===== src/rtl/tpg_pkg.sv =====
`timescale 1ns/1ps
package tpg_pkg;
    // Local register index (address bits [7:2])
    typedef enum logic [5:0] {
        LOC_LEN = 6'd0,
        LOC_CMD = 6'd1,
        LOC_RST = 6'd2,
        LOC_STS = 6'd3,
        LOC_RXC = 6'd4
    } loc_idx_e;

    localparam int NUM_LOC      = 5;
    localparam int CMD_VERIFY   = 1;
    localparam int RST_SOFT     = 0;
    localparam int RST_TMR      = 8;
    localparam int STS_FULL_BIT = 24;
    localparam int BYTES_PER_W  = 4;
endpackage


===== src/rtl/tpg_txgen.sv =====
`timescale 1ns/1ps
module tpg_txgen #(
    parameter int DATA_W = 32
) (
    input  logic              clk,
    input  logic              rst_n,
    input  logic              clr_i,
    input  logic              start_i,
    input  logic [DATA_W-1:0] len_i,
    input  logic              fifo_full_i,
    output logic              busy_o,
    output logic [DATA_W-1:0] cnt_o,
    output logic              fifo_wr_en_o,
    output logic [DATA_W-1:0] fifo_wr_data_o
);
    import tpg_pkg::*;

    localparam int SHIFT = $clog2(BYTES_PER_W);

    typedef struct packed {
        logic              busy;
        logic [DATA_W-1:0] cnt;
    } tx_t;

    tx_t tx_d, tx_q;
    logic          accept;
    logic [DATA_W:0] sum;

    always_comb begin
        tx_d   = tx_q;
        accept = tx_q.busy & ~fifo_full_i;
        sum    = {1'b0, tx_q.cnt} + (DATA_W+1)'(BYTES_PER_W);
        if (clr_i) begin
            tx_d = '0;
        end else if (start_i) begin
            tx_d.cnt  = '0;
            tx_d.busy = |len_i;
        end else if (accept) begin
            tx_d.cnt = sum[DATA_W-1:0];
            if (sum >= {1'b0, len_i})
                tx_d.busy = 1'b0;
        end
    end

    always_ff @(posedge clk or negedge rst_n) begin
        if (!rst_n) tx_q <= '0;
        else        tx_q <= tx_d;
    end

    assign busy_o         = tx_q.busy;
    assign cnt_o          = tx_q.cnt;
    assign fifo_wr_en_o   = accept;
    assign fifo_wr_data_o = DATA_W'(tx_q.cnt >> SHIFT);


    step_chk: assert property (@(posedge clk) disable iff (!rst_n)
        (fifo_wr_en_o && !clr_i && !start_i) |=> cnt_o == $past(cnt_o) + DATA_W'(BYTES_PER_W));


    stop_chk: assert property (@(posedge clk) disable iff (!rst_n)
        ($fell(busy_o) && !$past(clr_i) && !$past(start_i))
            |-> (cnt_o == '0 || cnt_o >= $past(len_i)));
endmodule


===== src/rtl/tpg_rdmux.sv =====
`timescale 1ns/1ps
module tpg_rdmux #(
    parameter int DATA_W  = 32,
    parameter int IDX_W   = 6,
    parameter int NUM_LOC = 5
) (
    input  logic                            clk,
    input  logic                            rst_n,
    input  logic                            rd_req_i,
    input  logic                            eng_sel_i,
    input  logic                            loc_sel_i,
    input  logic [IDX_W-1:0]                idx_i,
    input  logic [DATA_W-1:0]               eng_data_i,
    input  logic [NUM_LOC-1:0][DATA_W-1:0]  loc_words_i,
    output logic [DATA_W-1:0]               rd_data_o,
    output logic                            rd_valid_o
);
    localparam int SEL_W = $clog2(NUM_LOC);

    typedef struct packed {
        logic [DATA_W-1:0] data;
        logic              valid;
    } rd_t;

    rd_t rd_d, rd_q;
    logic [DATA_W-1:0] mux;

    always_comb begin
        mux = '0;
        if (eng_sel_i)
            mux = eng_data_i;
        else if (loc_sel_i && (idx_i < IDX_W'(NUM_LOC)))
            mux = loc_words_i[idx_i[SEL_W-1:0]];
        rd_d       = rd_q;
        rd_d.valid = rd_req_i;
        if (rd_req_i) rd_d.data = mux;
    end

    always_ff @(posedge clk or negedge rst_n) begin
        if (!rst_n) rd_q <= '0;
        else        rd_q <= rd_d;
    end

    assign rd_data_o  = rd_q.data;
    assign rd_valid_o = rd_q.valid;


    rd_valid_chk: assert property (@(posedge clk) disable iff (!rst_n)
        rd_req_i |=> rd_valid_o);


    rd_idle_chk: assert property (@(posedge clk) disable iff (!rst_n)
        !rd_req_i |=> (!rd_valid_o && $stable(rd_data_o)));
endmodule


===== src/rtl/tpg_regbank.sv =====
`timescale 1ns/1ps
module tpg_regbank #(
    parameter int ADDR_W  = 13,
    parameter int DATA_W  = 32,
    parameter int FCNT_W  = 16,
    parameter int WIN_LSB = 8
) (
    input  logic              clk,
    input  logic              rst_n,
    input  logic              reg_wr_en,
    input  logic              reg_rd_req,
    input  logic [ADDR_W-1:0] reg_addr,
    input  logic [DATA_W-1:0] reg_wr_data,
    input  logic [3:0]        reg_wr_be,
    output logic [DATA_W-1:0] reg_rd_data,
    output logic              reg_rd_valid,
    output logic              eng_wr_en,
    input  logic [DATA_W-1:0] eng_rd_data,
    input  logic              fifo_full,
    output logic              fifo_wr_en,
    output logic [DATA_W-1:0] fifo_wr_data,
    input  logic [FCNT_W-1:0] rx_fifo_count,
    input  logic              rx_word_en,
    input  logic              rx_mismatch,
    output logic              verify_en,
    input  logic              timer_irq,
    output logic              user_rst
);
    import tpg_pkg::*;

    localparam int WIN_W = ADDR_W - WIN_LSB;
    localparam int IDX_W = WIN_LSB - 2;
    localparam logic [WIN_W-1:0] LOC_WIN = WIN_W'(1) << (WIN_W - 1);

    typedef struct packed {
        logic [DATA_W-1:0] len;
        logic [DATA_W-1:0] rxcnt;
        logic              verify;
        logic              fail;
        logic              tmr;
        logic              urst;
    } ctl_t;

    ctl_t ctl_d, ctl_q;

    logic             eng_sel, loc_sel, wr_loc, start, srst, tmr_clr;
    logic [IDX_W-1:0] idx;
    logic             tx_busy;
    logic [DATA_W-1:0] tx_cnt;
    logic [NUM_LOC-1:0][DATA_W-1:0] loc_words;

    // Window decode; byte enables deliberately unused
    always_comb begin
        eng_sel = (reg_addr[ADDR_W-1:WIN_LSB] == '0);
        loc_sel = (reg_addr[ADDR_W-1:WIN_LSB] == LOC_WIN) && (reg_addr[1:0] == 2'b00);
        idx     = reg_addr[WIN_LSB-1:2];
        wr_loc  = reg_wr_en & loc_sel;
        start   = wr_loc && (idx == IDX_W'(LOC_CMD));
        srst    = wr_loc && (idx == IDX_W'(LOC_RST)) && reg_wr_data[RST_SOFT];
        tmr_clr = wr_loc && (idx == IDX_W'(LOC_RST)) && reg_wr_data[RST_TMR];
    end

    assign eng_wr_en = reg_wr_en & eng_sel;

    always_comb begin
        ctl_d      = ctl_q;
        ctl_d.urst = 1'b0;
        if (wr_loc && idx == IDX_W'(LOC_LEN))
            ctl_d.len = reg_wr_data;
        if (rx_word_en)
            ctl_d.rxcnt = ctl_q.rxcnt + DATA_W'(BYTES_PER_W);
        if (rx_word_en && rx_mismatch && ctl_q.verify)
            ctl_d.fail = 1'b1;
        if (start) begin
            ctl_d.verify = reg_wr_data[CMD_VERIFY];
            ctl_d.rxcnt  = '0;
            ctl_d.fail   = 1'b0;
        end
        if (srst) begin
            ctl_d.urst  = 1'b1;
            ctl_d.rxcnt = '0;
            ctl_d.fail  = 1'b0;
        end
        if (tmr_clr)   ctl_d.tmr = 1'b0;
        if (timer_irq) ctl_d.tmr = 1'b1;
    end

    always_ff @(posedge clk or negedge rst_n) begin
        if (!rst_n) ctl_q <= '0;
        else        ctl_q <= ctl_d;
    end

    assign verify_en = ctl_q.verify;
    assign user_rst  = ctl_q.urst;

    tpg_txgen #(.DATA_W(DATA_W)) u_txgen (
        .clk            (clk),
        .rst_n          (rst_n),
        .clr_i          (srst),
        .start_i        (start),
        .len_i          (ctl_q.len),
        .fifo_full_i    (fifo_full),
        .busy_o         (tx_busy),
        .cnt_o          (tx_cnt),
        .fifo_wr_en_o   (fifo_wr_en),
        .fifo_wr_data_o (fifo_wr_data)
    );

    always_comb begin
        loc_words          = '0;
        loc_words[LOC_LEN] = tx_cnt;
        loc_words[LOC_CMD][0]          = tx_busy;
        loc_words[LOC_CMD][CMD_VERIFY] = ctl_q.fail;
        loc_words[LOC_RST][RST_TMR]    = ctl_q.tmr;
        loc_words[LOC_STS][FCNT_W-1:0]  = rx_fifo_count;
        loc_words[LOC_STS][STS_FULL_BIT] = fifo_full;
        loc_words[LOC_RXC] = ctl_q.rxcnt;
    end

    tpg_rdmux #(.DATA_W(DATA_W), .IDX_W(IDX_W), .NUM_LOC(NUM_LOC)) u_rdmux (
        .clk         (clk),
        .rst_n       (rst_n),
        .rd_req_i    (reg_rd_req),
        .eng_sel_i   (eng_sel),
        .loc_sel_i   (loc_sel),
        .idx_i       (idx),
        .eng_data_i  (eng_rd_data),
        .loc_words_i (loc_words),
        .rd_data_o   (reg_rd_data),
        .rd_valid_o  (reg_rd_valid)
    );


    cmd_clear_chk: assert property (@(posedge clk) disable iff (!rst_n)
        (start && !srst) |=> (tx_cnt == '0 && ctl_q.rxcnt == '0 && !ctl_q.fail));


    urst_state_chk: assert property (@(posedge clk) disable iff (!rst_n)
        user_rst |-> (!tx_busy && tx_cnt == '0 && ctl_q.rxcnt == '0 && !ctl_q.fail));


    tmr_latch_chk: assert property (@(posedge clk) disable iff (!rst_n)
        timer_irq |=> ctl_q.tmr);


    tmr_hold_chk: assert property (@(posedge clk) disable iff (!rst_n)
        (ctl_q.tmr && !tmr_clr) |=> ctl_q.tmr);
endmodule


===== config.mk =====
export PLATFORM = sky130hd
export DESIGN_NAME = tpg_regbank
export DESIGN_NICKNAME = d
export VERILOG_FILES = /design/src/rtl/tpg_pkg.sv /design/src/rtl/tpg_txgen.sv /design/src/rtl/tpg_rdmux.sv /design/src/rtl/tpg_regbank.sv
export SDC_FILE = /design/constraint.sdc
export NUM_CORES = 1
export LEC_CHECK = 0
export BUFFER_PORTS_ARGS = -buffer_cell sky130_fd_sc_hd__buf_2
export CORE_AREA = 2 2 133 135
export CTS_BUF_LIST = sky130_fd_sc_hd__clkbuf_8 sky130_fd_sc_hd__clkbuf_16
export DETAILED_ROUTE_END_ITERATION = 7
export DIE_AREA = 0 0 135 137
export GPL_ROUTABILITY_DRIVEN = 0
export PLACE_DENSITY_LB_ADDON = 0.05
export SLEW_MARGIN = 5
export SYNTH_ARGS = -nofsm -noshare
export SYNTH_HDL_FRONTEND = slang
export SYNTH_SLANG_ARGS = --single-unit
export TNS_END_PERCENT = 100

===== constraint.sdc =====
create_clock -name clk -period 3.83 [get_ports clk]
set_input_delay 0.766 -clock clk [delete_from_list [all_inputs] [get_ports clk]]
set_output_delay 0.766 -clock clk [all_outputs]
set_load 0.1 [all_outputs]

==> results of run 1 <==
## worst paths after layout
kind	slack, ns	end	startpoint
worst max-delay path	0.33	u_txgen.busy_o$_DFFE_PN0P_	u_txgen.cnt_o[2]$_DFFE_PN0P_
worst min-delay path	0.44	ctl_q[59]$_DFFE_PN0P_	rst_n
worst max register to register	0.33	u_txgen.busy_o$_DFFE_PN0P_	u_txgen.cnt_o[2]$_DFFE_PN0P_
worst min register to register	0.48	ctl_q[1]$_DFFE_PN0P_	ctl_q[1]$_DFFE_PN0P_
max in group asynchronous	2.83	u_rdmux.rd_data_o[4]$_DFFE_PN0P_	rst_n
min in group clk	0.48	ctl_q[1]$_DFFE_PN0P_	ctl_q[1]$_DFFE_PN0P_
## synth_stat cells, types with 2 or more instances
master | count | area share [%]
a2111oi_0 | 2 | 0.23
a21o_1 | 3 | 0.30
a21oi_1 | 69 | 4.6
a22oi_1 | 28 | 2.8
a31oi_1 | 2 | 0.17
and2_0 | 2 | 0.17
and2_1 | 4 | 0.33
and3_1 | 11 | 0.92
and4_1 | 7 | 0.82
and4b_1 | 2 | 0.27
buf_1 | 8 | 0.40
buf_2 | 3 | 0.20
buf_4 | 3 | 0.30
clkbuf_1 | 38 | 1.9
dfrtp_1 | 130 | 43
ha_1 | 32 | 5.3
inv_1 | 40 | 2.0
mux2_2 | 3 | 0.45
mux2i_1 | 19 | 2.5
nand2_1 | 88 | 4.4
nand2b_1 | 2 | 0.17
nand3_1 | 25 | 1.7
nand4_1 | 21 | 1.8
nor2_1 | 123 | 6.2
nor2b_1 | 5 | 0.42
nor3_1 | 15 | 1.0
nor3b_2 | 2 | 0.33
nor4_1 | 14 | 1.2
nor4_4 | 2 | 0.57
o21ai_0 | 56 | 3.7
o22ai_1 | 2 | 0.17
or3_1 | 7 | 0.58
xnor2_1 | 42 | 4.9
xor2_1 | 37 | 4.3
## flip-flops by register name (all words and copies together) (netlist names)
register / count
u_txgen.cnt_o: 30
u_txgen.busy_o: 1
ctl_q: 64
u_rdmux.rd_data_o: 32
user_rst: 1
u_rdmux.rd_valid_o: 1
verify_en: 1
## worst reg2reg max path: stages (launching register included)
cell       delay (ns)
dfrtp_1          0.50
ha_1             0.26
and3_1           0.26
and4_1           0.33
and3_1           0.27
nand2_1          0.09
xnor2_1          0.15
ha_1             0.32
nand4_1          0.13
nor4_1           0.47
and3_1           0.27
a2111oi_0        0.08
a31oi_1          0.19
nor2_1           0.07
## cell families (layout without fill, tap and decap cells)
| group | Yosys count | after routing | synth area share, % |
|---|---|---|---|
| flops | 130 | 130 | 43.4 |
| buf+inv | 93 | 252 | 4.95 |
| xor+xnor | 79 | 79 | 9.22 |
| simple gates | 335 | 335 | 21.5 |
| mux | 22 | 22 | 2.99 |
| other cells | 1 | 2 | 0.0500 |
| fa+ha+maj | 32 | 32 | 5.34 |
| compound gates | 167 | 167 | 12.6 |
## layout make-up
type	count	share of cell area [%]
repair buffers	181	10.5
flip-flops and latches	130	35.6
clock inverters	12	1.70
inverters	40	1.64
multi-input cells	637	42.6
well taps	225	3.08
clock buffers	19	4.96
## per-stage QoR
stage,worst slack [ns],instances
5_1_grt,0.0840,1244
3_5_place_dp,0.401,1213
6_report,0.326,1244
4_1_cts,0.381,1244
3_3_place_gp,0.476,1213
2_1_floorplan,0.140,860
## routing by layer
metal	vias up	share of wire, %	global-route usage (%)	wire [µm]
met5	-	0	0	0
li1	3255	-	-	-
met1	3083	46	31.7	9590
met3	18	4.5	4.85	935
met2	147	49	38.2	10200
met4	0	1.2	5.44	243
## power breakdown
group | internal, mW | switching, mW
combinational | 0.128 | 0.369
sequential | 1.44 | 0.0690
clock | 1.06 | 0.640
total | 2.62 | 1.08
==> results_dict.tcl, run 1 <==
set metrics [dict create \
    synth_ff_type "dfrtp_1" \
    slew_viol_final 0 \
    die_area_um2 18500 \
    fin_nets 1144 \
    timing.fmax_mhz 285 \
    finalCritPeriodShare_pct 91.5 \
    htreeDepth 4 \
    setup_viol 0 \
    critPathBufInv 0 \
    area.sequential_um2 3250 \
    n_antenna_cell 0 \
    place_area_um2 8530 \
    post_cts_resized 0 \
    cp.depth 13 \
    core_area_um2 17100 \
    cts_setup_buffers 0 \
    leakage_nw 4.49 \
    critPathMaxStageDelay_ns 0.50 \
    dpl.hpwl_um 15300 \
    reg2regPathDepth 13 \
    portBuffers 167 \
    path_cells "ha_1 -> and3_1 -> and4_1 -> and3_1 -> nand2_1 -> xnor2_1 -> ha_1 -> nand4_1 -> nor4_1 -> and3_1 -> a2111oi_0 -> a31oi_1 -> nor2_1" \
    worstSetupEndpointType "register" \
    final_cell_mix "buf_2 (166), dfrtp_1 (130), nor2_1 (123)" \
    max-clock-path-buffers 2 \
    crit_family "simple AND/OR/NAND/NOR gates" \
    final_area_um2 9140 \
    dieWidth_um 135 \
    finalSetupTns_ns 0 \
    root_buffer "clkbuf_16" \
    fillers 1674 \
    io_pins 174 \
    antenna_left 0 \
    avgSynthCellArea_um2 8.73 \
    initial_core_util_pct 44.0 \
    wl_per_cell_um 16.9 \
    arrival_ns 3.81 \
    area_growth_pct 21.8 \
    dr.pass1.iters 5 \
    slew_headroom_pct 28.7 \
    final_util_pct 53.6 \
    final_common_cell "buf_2" \
    cts_made_buffers 17 \
    rsz0062_at_grt "no" \
    rows 48 \
    synth_warnings 0 \
    vias 6503 \
    drcViolationCount 0 \
    drt_iter0_drc 448 \
    critPathLaunchType "register" \
    cts_tree "done" \
    die_h_um 137 \
    cp_max_fo 7 \
    clkTransAtPathRegs_ns 0.06 \
    vdd_ir_drop_max_mv 0.300 \
    cts_sinks 130 \
    seq_area_frac_synth_pct 43.4 \
    power.total_mw 3.70 \
    antenna_found_initial 0 \
    fin_worst_skew_ns 0.0117 \
    synth_area_um2 7500 \
    grt_use_total_pct 23.2 \
    grt_pass1_wl_um 33200 \
    overflow 0 \
    status "finished, final reports clean" \
    hold_class "in -> async" \
    grt_pass1_vias 6332 \
    wl_um 21000 \
    power_density_nw_per_um2 405 \
    critPathSlowestCell "dfrtp_1" \
    grt_max_degree 131 \
    tightest_slew_ns 1.07 \
    hold_slack_ns 0.444 \
    cp.required_ns 4.14 \
    multi_input_area_um2 3890 \
    critPathKind "reg -> reg" \
    ys_ff_latch 130 \
    period_minus_slack_ns 3.50 \
    yosys.cell_types.count 46 \
    cts_hold_buf 0 \
    critPathMostFrequentCell "and3_1" \
    synth_edf_count 0 \
    hold_viol 0 \
    clk_latency_ns 0.42 \
    synth_cells 859 \
    routed_via_density 5.23 \
    synth-async-reset-ratio_pct 100 \
    cap_violations 0 \
    drive_above_1_share_pct 21.9 \
]
No activity file was read; power rests on OpenSTA's default activity.
==> run 2: changes to the inputs <==
- clock period: 3.83 -> 3.31 ns (I/O delays scaled with it)
==> run 2 against run 1 <==
Fmax up 14%. Clock-buffer cell count is 1 lower. Via count rose by 2.9%. Cell count grew 1.7%. Largest cell class unchanged.
==> results_dict.tcl, run 2 (same netlist as run 1, synthesis figures left out) <==
set metrics [dict create \
    grt_pass1_vias 6664 \
    dpl.hpwl_um 16300 \
    leakage_nw 4.57 \
    finalCritPeriodShare_pct 92.7 \
    grt_max_degree 66 \
    vias 6690 \
    initial_core_util_pct 44.0 \
    cap_violations 0 \
    r2r_end "u_txgen.busy_o$_DFFE_PN0P_" \
    drcViolationCount 0 \
    path_cells "buf_4 -> and4_1 -> and4_2 -> nand2_1 -> nor2_1 -> xor2_1 -> ha_1 -> nand4_1 -> nor4_2 -> buf_4 -> and3_1 -> a2111oi_1 -> a31oi_1 -> nor2_1" \
    grt_pass1_wl_um 35000 \
    period_minus_slack_ns 3.07 \
    grt_use_total_pct 24.7 \
    clk_latency_ns 0.43 \
    largest_reg_flops 64 \
    critPathSlowestCell "dfrtp_2" \
    slew_viol_final 0 \
    max-clock-path-buffers 2 \
    n_antenna_cell 0 \
    critPathLaunchType "register" \
    hold_class "in -> async" \
    dieWidth_um 135 \
    rsz0062_at_grt "no" \
    cp.required_ns 3.67 \
    die_area_um2 18500 \
    tightest_slew_ns 1.05 \
    fin_ws_ns 0.242 \
    largest-register "ctl_q" \
    core_area_um2 17100 \
    vdd_ir_drop_max_mv 0.356 \
    drt_iter0_drc 374 \
    rows 48 \
    cts_sinks 130 \
    drive_above_1_share_pct 25.5 \
    reg2regPathDepth 14 \
    arrival_ns 3.43 \
    critPathMaxStageDelay_ns 0.39 \
    hold_viol 0 \
    wl_per_cell_um 17.3 \
    antenna_left 0 \
    status "finished, final reports clean" \
    cts_setup_buffers 0 \
    setup_viol 0 \
    r2r_slack_ns 0.24 \
    fin_nets 1164 \
    io_pins 174 \
    routed_via_density 5.29 \
    rr_startpoint "u_txgen.cnt_o[2]$_DFFE_PN0P_" \
    final_common_cell "buf_2" \
    cp_max_fo 7 \
    critPathKind "reg -> reg" \
    power_density_nw_per_um2 453 \
    cp-startpoint "u_txgen.cnt_o[2]$_DFFE_PN0P_" \
    final_cell_mix "buf_2 (166), nor2_1 (123), dfrtp_1 (111)" \
    worstSetupEndpointType "register" \
    power.total_mw 4.23 \
    critPathBufInv 2 \
    crit_family "simple AND/OR/NAND/NOR gates" \
    antenna_found_initial 0 \
    dr.pass1.iters 4 \
    dpl_worst_slack_ns 0.158 \
    slew_headroom_pct 29.7 \
    portBuffers 167 \
    cp.depth 14 \
    cts_made_buffers 17 \
    area_growth_pct 24.6 \
    cts_tree "done" \
    clkTransAtPathRegs_ns 0.06 \
    final_util_pct 54.8 \
    fin_worst_skew_ns 0.00560 \
    overflow 0 \
    timing.fmax_mhz 326 \
    finalSetupTns_ns 0 \
    wl_um 21900 \
    die_h_um 137 \
    crit_end "u_txgen.busy_o$_DFFE_PN0P_" \
    root_buffer "clkbuf_16" \
    htreeDepth 4 \
]
## run 2: changes by cell type in the layout (fill, tap and decap cells not counted), sizes merged
cell    before  now
buf        181  201
clkbuf      19   18
inv         42   44
## run 2: worst reg2reg max path, stage by stage (launching register included)
cell and delay [ns]:
dfrtp_2 0.39, buf_4 0.15, and4_1 0.21, and4_2 0.35, nand2_1 0.21, nor2_1 0.17, xor2_1 0.18, ha_1 0.26
nand4_1 0.13, nor4_2 0.06, buf_4 0.13, and3_1 0.16, a2111oi_1 0.36, a31oi_1 0.14, nor2_1 0.11
## run 2: power breakdown
group | total, mW | leakage [nW] | internal [mW] | switching [mW]
Sequential | 1.75 | 1.55 | 1.66 | 0.0827
Clock | 1.91 | 0.300 | 1.19 | 0.720
Combinational | 0.581 | 2.72 | 0.154 | 0.427
Total | 4.23 | 4.57 | 3.00 | 1.23
## run 2: repair_timing
action                                  4_1_cts  5_1_grt
gates resized for setup                       0        8
endpoints found under the setup margin        0        1
hold buffers                                  0        0
## run 2: layout make-up
type	instances	area, µm²
Clock buffer	18	439
Clock inverter	14	149
Fill cell	1629	7710
Inverter	40	150
Multi-Input combinational cell	637	3930
Sequential cell	130	3280
Tap cell	225	282
Timing Repair Buffer	201	1120
## run 2: worst min-delay path by stage
stage	from	endpoint	slack [ns]	cells after the start
floorplan	rst_n	ctl_q[10]$_DFFE_PN0P_	0.37	0
global placement	ctl_q[1]$_DFFE_PN0P_	ctl_q[1]$_DFFE_PN0P_	0.48	1
detailed placement	ctl_q[1]$_DFFE_PN0P_	ctl_q[1]$_DFFE_PN0P_	0.47	1
CTS	rst_n	u_rdmux.rd_data_o[2]$_DFFE_PN0P_	0.33	1
global route	rst_n	u_rdmux.rd_data_o[6]$_DFFE_PN0P_	0.35	1
finish	rst_n	u_txgen.cnt_o[8]$_DFFE_PN0P_	0.31	1
## run 2: through the flow
step	cells	hold WS [ns]	instance area, µm²
after global routing	1265	0.351	9350
after global placement	1233	0.475	8730
after CTS	1265	0.330	9320
after floorplan	860	0.366	7540
after detailed placement	1233	0.466	8730
final	1265	0.311	9350
## run 2: routing by layer
metal  up-vias  wire length [µm]  GRT usage (%)
li1       3290                 -              -
met1      3200             10200           33.5
met2       181             10200           39.9
met3        19              1280           6.04
met4         0               227           6.13
met5         -                 0              0
